$ cat src/rtl/rxf_pkg.sv
package rxf_pkg;
  localparam logic ADDR_STAT = 1'b0;
  localparam logic ADDR_IEN  = 1'b1;

  // status register bit positions
  localparam int ST_REL  = 5;
  localparam int ST_OVR  = 4;
  localparam int ST_FULL = 3;

  // enable register bit positions used by this block
  localparam int IE_TXE  = 0;
  localparam int IE_PEND = 1;
  localparam int IE_FULL = 2;
  localparam int IE_OVR  = 3;
endpackage

$ cat src/rtl/rxf_store.sv
module rxf_store #(
  parameter int FRAME_W = 16,
  parameter int DEPTH   = 3,
  localparam int CNT_W  = $clog2(DEPTH + 1),
  localparam int PTR_W  = (DEPTH > 1) ? $clog2(DEPTH) : 1
) (
  input  logic               clk,
  input  logic               rst_n,
  input  logic               push,
  input  logic [FRAME_W-1:0] din,
  input  logic               pop,
  output logic [FRAME_W-1:0] dout,
  output logic [CNT_W-1:0]   cnt,
  output logic               accept,
  output logic               drop,
  output logic               hit_full,
  output logic               first_msg
);
  localparam logic [CNT_W-1:0] CNT_MAX  = CNT_W'(DEPTH);
  localparam logic [PTR_W-1:0] PTR_LAST = PTR_W'(DEPTH - 1);

  logic [FRAME_W-1:0] mem_q [DEPTH];
  logic [PTR_W-1:0]   head_q, head_d, tail_q, tail_d;
  logic [CNT_W-1:0]   cnt_q, cnt_d;
  logic               pop_ok;

  function automatic logic [PTR_W-1:0] ptr_inc(input logic [PTR_W-1:0] p);
    return (p == PTR_LAST) ? '0 : p + 1'b1;
  endfunction

  // next-state
  always_comb begin
    accept    = push && (cnt_q != CNT_MAX);
    drop      = push && (cnt_q == CNT_MAX);
    pop_ok    = pop && (cnt_q != '0);
    head_d    = pop_ok ? ptr_inc(head_q) : head_q;
    tail_d    = accept ? ptr_inc(tail_q) : tail_q;
    cnt_d     = cnt_q;
    if (accept && !pop_ok)      cnt_d = cnt_q + 1'b1;
    else if (!accept && pop_ok) cnt_d = cnt_q - 1'b1;
    hit_full  = accept && (cnt_d == CNT_MAX);
    first_msg = accept && (cnt_q == '0);
  end

  // registers
  always_ff @(posedge clk or negedge rst_n) begin
    if (!rst_n) begin
      head_q <= '0;
      tail_q <= '0;
      cnt_q  <= '0;
    end else begin
      head_q <= head_d;
      tail_q <= tail_d;
      cnt_q  <= cnt_d;
    end
  end

  for (genvar i = 0; i < DEPTH; i++) begin : g_slot
    logic slot_en;
    assign slot_en = accept && (tail_q == PTR_W'(i));
    always_ff @(posedge clk or negedge rst_n) begin
      if (!rst_n)       mem_q[i] <= '0;
      else if (slot_en) mem_q[i] <= din;
    end
  end

  assign dout = mem_q[head_q];
  assign cnt  = cnt_q;

  assert_cnt_bound_R1: assert property (@(posedge clk) disable iff (!rst_n)
    cnt_q <= CNT_MAX);
  assert_cnt_inc_R2: assert property (@(posedge clk) disable iff (!rst_n)
    (push && !pop && cnt_q != CNT_MAX) |=> cnt_q == $past(cnt_q) + 1'b1);
  assert_drop_keeps_R6: assert property (@(posedge clk) disable iff (!rst_n)
    (drop && !pop) |=> (cnt_q == $past(cnt_q)) && (tail_q == $past(tail_q)));
  assert_simul_hold_R11: assert property (@(posedge clk) disable iff (!rst_n)
    (push && pop && cnt_q != '0 && cnt_q != CNT_MAX) |=> cnt_q == $past(cnt_q));
endmodule

$ cat src/rtl/rxf_regs.sv
module rxf_regs
  import rxf_pkg::*;
#(
  parameter int DEPTH  = 3,
  localparam int CNT_W = $clog2(DEPTH + 1)
) (
  input  logic             clk,
  input  logic             rst_n,
  input  logic             wr_en,
  input  logic             addr,
  input  logic [7:0]       wdata,
  output logic [7:0]       rdata,
  input  logic [CNT_W-1:0] cnt,
  input  logic             accept,
  input  logic             drop,
  input  logic             hit_full,
  input  logic             first_msg,
  input  logic             tx_done,
  output logic             pop,
  output logic             irq
);
  logic       stat_wr, ien_wr;
  logic       rel_q, rel_d;
  logic       ovr_q, ovr_d;
  logic       full_q, full_d;
  logic       pend_q, pend_d;
  logic [7:0] ien_q;
  logic [1:0] cnt_field;

  assign stat_wr   = wr_en && (addr == ADDR_STAT);
  assign ien_wr    = wr_en && (addr == ADDR_IEN);
  assign cnt_field = 2'(cnt);

  // next-state
  always_comb begin
    rel_d  = rel_q ? 1'b0 : (stat_wr && wdata[ST_REL] && (cnt != '0));
    ovr_d  = drop || (ovr_q && !(stat_wr && wdata[ST_OVR]));
    full_d = hit_full || (full_q && !(stat_wr && wdata[ST_FULL]));
    pend_d = first_msg || (pend_q && !rel_q);
  end

  // registers
  always_ff @(posedge clk or negedge rst_n) begin
    if (!rst_n) begin
      rel_q  <= 1'b0;
      ovr_q  <= 1'b0;
      full_q <= 1'b0;
      pend_q <= 1'b0;
    end else begin
      rel_q  <= rel_d;
      ovr_q  <= ovr_d;
      full_q <= full_d;
      pend_q <= pend_d;
    end
  end

  always_ff @(posedge clk or negedge rst_n) begin
    if (!rst_n)      ien_q <= 8'h00;
    else if (ien_wr) ien_q <= wdata;
  end

  assign pop   = rel_q;
  assign rdata = (addr == ADDR_STAT) ?
                 {2'b00, rel_q, ovr_q, full_q, 1'b0, cnt_field} : ien_q;
  assign irq   = (pend_q  && ien_q[IE_PEND]) ||
                 (full_q  && ien_q[IE_FULL]) ||
                 (ovr_q   && ien_q[IE_OVR])  ||
                 (tx_done && ien_q[IE_TXE]);

  assert_rel_oneshot_R3: assert property (@(posedge clk) disable iff (!rst_n)
    rel_q |=> !rel_q);
  assert_rel_has_msg_R3: assert property (@(posedge clk) disable iff (!rst_n)
    rel_q |-> cnt != '0);
  assert_empty_release_R4: assert property (@(posedge clk) disable iff (!rst_n)
    (stat_wr && wdata[ST_REL] && cnt == '0 && !rel_q) |=> !rel_q);
  assert_full_set_R5: assert property (@(posedge clk) disable iff (!rst_n)
    hit_full |=> full_q);
  assert_ovr_set_R6: assert property (@(posedge clk) disable iff (!rst_n)
    drop |=> ovr_q);
  assert_pend_clear_R9: assert property (@(posedge clk) disable iff (!rst_n)
    (rel_q && !accept) |=> !pend_q);
endmodule

$ cat src/rtl/rx_msg_fifo.sv
module rx_msg_fifo #(
  parameter int FRAME_W = 16,
  parameter int DEPTH   = 3
) (
  input  logic               clk,
  input  logic               rst_n,
  input  logic               frm_valid,
  input  logic [FRAME_W-1:0] frm_data,
  output logic               mbx_valid,
  output logic [FRAME_W-1:0] mbx_data,
  input  logic               reg_wr,
  input  logic               reg_addr,
  input  logic [7:0]         reg_wdata,
  output logic [7:0]         reg_rdata,
  input  logic               tx_done,
  output logic               irq
);
  localparam int CNT_W = $clog2(DEPTH + 1);

  logic [CNT_W-1:0] cnt;
  logic             pop, accept, drop, hit_full, first_msg;

  rxf_store #(.FRAME_W(FRAME_W), .DEPTH(DEPTH)) store_i (
    .clk       (clk),
    .rst_n     (rst_n),
    .push      (frm_valid),
    .din       (frm_data),
    .pop       (pop),
    .dout      (mbx_data),
    .cnt       (cnt),
    .accept    (accept),
    .drop      (drop),
    .hit_full  (hit_full),
    .first_msg (first_msg)
  );

  rxf_regs #(.DEPTH(DEPTH)) regs_i (
    .clk       (clk),
    .rst_n     (rst_n),
    .wr_en     (reg_wr),
    .addr      (reg_addr),
    .wdata     (reg_wdata),
    .rdata     (reg_rdata),
    .cnt       (cnt),
    .accept    (accept),
    .drop      (drop),
    .hit_full  (hit_full),
    .first_msg (first_msg),
    .tx_done   (tx_done),
    .pop       (pop),
    .irq       (irq)
  );

  assign mbx_valid = (cnt != '0);
endmodule

$ cat config.mk
export PLATFORM = sky130hd
export DESIGN_NAME = rx_msg_fifo
export DESIGN_NICKNAME = d
export VERILOG_FILES = /design/src/rtl/rxf_pkg.sv /design/src/rtl/rxf_store.sv /design/src/rtl/rxf_regs.sv /design/src/rtl/rx_msg_fifo.sv
export SDC_FILE = /design/constraint.sdc
export NUM_CORES = 1
export LEC_CHECK = 0
export CORE_MARGIN = 10
export CORE_UTILIZATION = 47
export DETAILED_ROUTE_END_ITERATION = 6
export GPL_TIMING_DRIVEN = 0
export HOLD_SLACK_MARGIN = 0.03
export MAX_ROUTING_LAYER = met4
export PLACE_DENSITY = 0.75
export SLEW_MARGIN = 20
export SYNTH_ARGS = -nofsm -noshare
export SYNTH_HDL_FRONTEND = slang
export SYNTH_SLANG_ARGS = --single-unit
$ cat constraint.sdc
create_clock -name clk -period 1.9 [get_ports clk]
set_input_delay 0.57 -clock clk [delete_from_list [all_inputs] [get_ports clk]]
set_output_delay 0.57 -clock clk [all_outputs]
set_load 0.005 [all_outputs]
==> flow_summary.ini, run 1 <==
[hold_path]
hp-class = input port to async pin

[outcome]
status = finished, violations left
violations = setup timing

[sta]
worst-slew-pin-transition_ns = 0.444
setup_violations = 16
fin_crit_sh_pct = 107
fin_skew_ns = 0.0107
setup_slack_ns = -0.140
fmax_ghz = 0.490
final-hold-violation-count = 0
fin_crit_ns = 2.04
rsz0062_at_grt = yes
finalMaxSlewViolations = 0
whs_ns = 0.155
slew_headroom_pct = 70.4

[critical_path]
slowest_stage = dfrtp_1
path_max_fanout = 5
cp_num_buf_inv = 4
crit_type = register to primary output
path_cells = buf_6 > nor2b_4 > buf_6 > clkbuf_16 > nand2_1 > o21ai_1 > buf_2
required_ns = 1.33
worst_path_most_repeated_cell = buf_6
startpoint_type = register
path_delay_family = buffers and inverters
endpoint_kind = primary output
worstPathArrival_ns = 1.47
cp_slowest_stage_delay_ns = 0.37

[final_layout]
syn2layout_area_growth_pct = 36.9
stdcell_count = 398
nets = 348
utilization_pct = 65.9
drive_above_1_share_pct = 50.8
diodes = 0

[global_route]
antenna_found_initial = 0
grt_pass1_vias = 2193
grt_max_degree = 35
gr-total-overflow = 0
track_usage_pct = 13.9
grt_pass1_wl_mm = 10.9

[power_and_ir_drop]
p_int_uw = 4710
p_per_area_mw_per_mm2 = 1670
switchingPower_uw = 2230
netSwitchingFraction_pct = 32.1
vdd.ir_drop.worst_uv = 1010
total_power_uw = 6950
seq_power_share_pct = 35.4
p_comb_share_pct = 44.0
p_leak_uw = 0.00185
clkPwrFrac_pct = 20.6

[synth]
syn_avg_cell_area_um2 = 13.1
syn-cell-area_mm2 = 0.00304
synth.area.top_cells = dfrtp_1, mux2_2, mux2i_1, o21ai_0, nand2_1
synth_commonest_cells = dfrtp_1, mux2_2, nand2_1, o21ai_0, mux2i_1
synth_edf_count = 0
synth_top_cell_by_area = dfrtp_1
synthMostInstantiatedCell = dfrtp_1
ys_seq_elements = 66
synth_top_cell_area_share_pct = 54.4
ys_seq_area_share_pct = 54.4
synth-main-ff-cell = dfrtp_1
ys_types = 29
synth_cells = 231
async_flop_share_pct = 100
ys_warn_count = 0
syn-num-nets = 263

[placement]
placed_cells = 364
gp_congestion = 0.751
io_buffers = 55
preCtsSetupSlack_ns = -0.930
place.detailed.hpwl_mm = 4.48

[drt]
drcViolationCount = 0
first_pass_iters = 4
viasPerCell = 5.22
wl_per_cell_um = 17.4
vias = 2077
drt_iter0_drc = 111
wl_mm = 6.93
ant_nets = 0

[clocking]
cts_root_buffer = clkbuf_8
hold_buffers = 0
clkSinkCount = 66
cts_buffer_depth = 2
h-tree-depth = 3
clk_latency_ns = 0.35
clkSlewWorstSetupHoldPaths_ns = 0.07
cts_buffers = 9
cts_tree = built

[floorplanning]
core_region_area_mm2 = 0.00631
die_x_um = 100
die_h_um = 100
io_pins = 56
fp.dieArea_mm2 = 0.0101
start_util_pct = 48.1
row_count = 29

[flow_run]
maxCapViolations = 0
[cell usage in the layout, fill, tap and decap left out, drive strengths merged, types with 2 or more instances in the layout]
cell type	instances
buf	48
a21o	2
xnor2	2
dfrtp	66
clkdlybuf4s15	2
o21ai	20
bufinv	3
mux2i	18
dlygate4sd2	3
a22oi	2
nor3b	2
clkbuf	16
dlymetal6s2s	2
nand2b	2
nor2b	2
and2	3
nand2	24
clkinvlp	2
mux2	60
clkdlybuf4s50	25
inv	6
ha	2
[kinds of logic (layout without fill, tap and decap cells)]
kind of cell             count (synthesis)  count (layout)  share of synthesized area [%]
flip-flops                              66              66                           54.4
AND/OR/NAND/NOR                         38              38                           7.29
XOR/XNOR                                 2               2                          0.577
buffers and inverters                   17             107                           3.34
adder cells (fa/ha/maj)                  2               2                          0.824
AO/OA/AOI/OAI                           28              28                           5.40
multiplexers                            78              78                           28.2
[power by group through the flow]
stage	sequential [uW]	combinational, uW	clock (uW)
finish	2460	3050	1430
global route	2540	3340	1530
global placement	2410	2730	0
detailed placement	2440	2790	0
CTS	2430	2800	1460
floorplan	2350	1680	0
[worst paths after layout]
| check | start | endpoint | slack (ns) | cells past startpoint |
|---|---|---|---|---|
| worst max-delay path | store_i.head_q[1]$_DFFE_PN0P_ | mbx_data[10] | -0.14 | 7 |
| worst min-delay path | rst_n | regs_i.ien_q[6]$_DFFE_PN0P_ | 0.16 | 1 |
| worst max register to register | store_i.cnt[1]$_DFF_PN0_ | store_i.mem_q[0]$_DFFE_PN0P_ | 0.05 | 6 |
| worst min register to register | store_i.mem_q[34]$_DFFE_PN0P_ | store_i.mem_q[34]$_DFFE_PN0P_ | 0.51 | 1 |
| max in group asynchronous | rst_n | store_i.mem_q[42]$_DFFE_PN0P_ | 1.22 | 2 |
| min in group clk | store_i.mem_q[34]$_DFFE_PN0P_ | store_i.mem_q[34]$_DFFE_PN0P_ | 0.51 | 1 |
[per-layer routing]
metal  vias up  GRT usage (%)  share of wire (%)
li1        988              -                  -
met1      1044           16.6                 44
met2        36           21.9                 51
met3         9           3.09                3.5
met4         0           6.85                1.0
met5         -              -                  0
[cell type report]
type / count / area, um^2
clock inverter: 6 / 114
buffer: 11 / 124
timing repair buffer: 75 / 647
inverter: 5 / 23.8
clock buffer: 10 / 128
fill: 496 / 2160
tap: 77 / 96.3
sequential: 66 / 1650
multi-input combinational: 148 / 1370
[timing repair]
action                                  4_1_cts  5_1_grt
endpoints found under the setup margin       67       48
cloned                                        0        2
pin swaps                                    11        7
gates resized for setup                     128       41
buffers inserted                             15        2
[state kept, by name, summed over array words and instances (netlist names)]
name	count
regs_i.pop	1
regs_i.ien_q	8
store_i.cnt	2
store_i.tail_q	2
regs_i.pend_q	1
regs_i.ovr_q	1
regs_i.full_q	1
store_i.head_q	2
store_i.mem_q	48
[per-stage QoR]
step,cell area (um^2),TNS [ns]
global placement,3680,-167.55
global route,4160,-2.91
floorplan,3040,0
CTS,4040,-2.34
detailed placement,3700,-39.83
finish,4160,-1.75
No activity file was read; power rests on OpenSTA's default activity.
==> inputs of run 2 (changes only) <==
--- a/config.mk
+++ b/config.mk
@@ -7,6 +7,7 @@
 export LEC_CHECK = 0
 export CORE_MARGIN = 10
 export CORE_UTILIZATION = 47
+export CTS_CLUSTER_DIAMETER = 80
 export DETAILED_ROUTE_END_ITERATION = 6
 export GPL_TIMING_DRIVEN = 0
 export HOLD_SLACK_MARGIN = 0.03
==> results of run 2 <==
Final layout, timing and power as in run 1 (identical DEF).
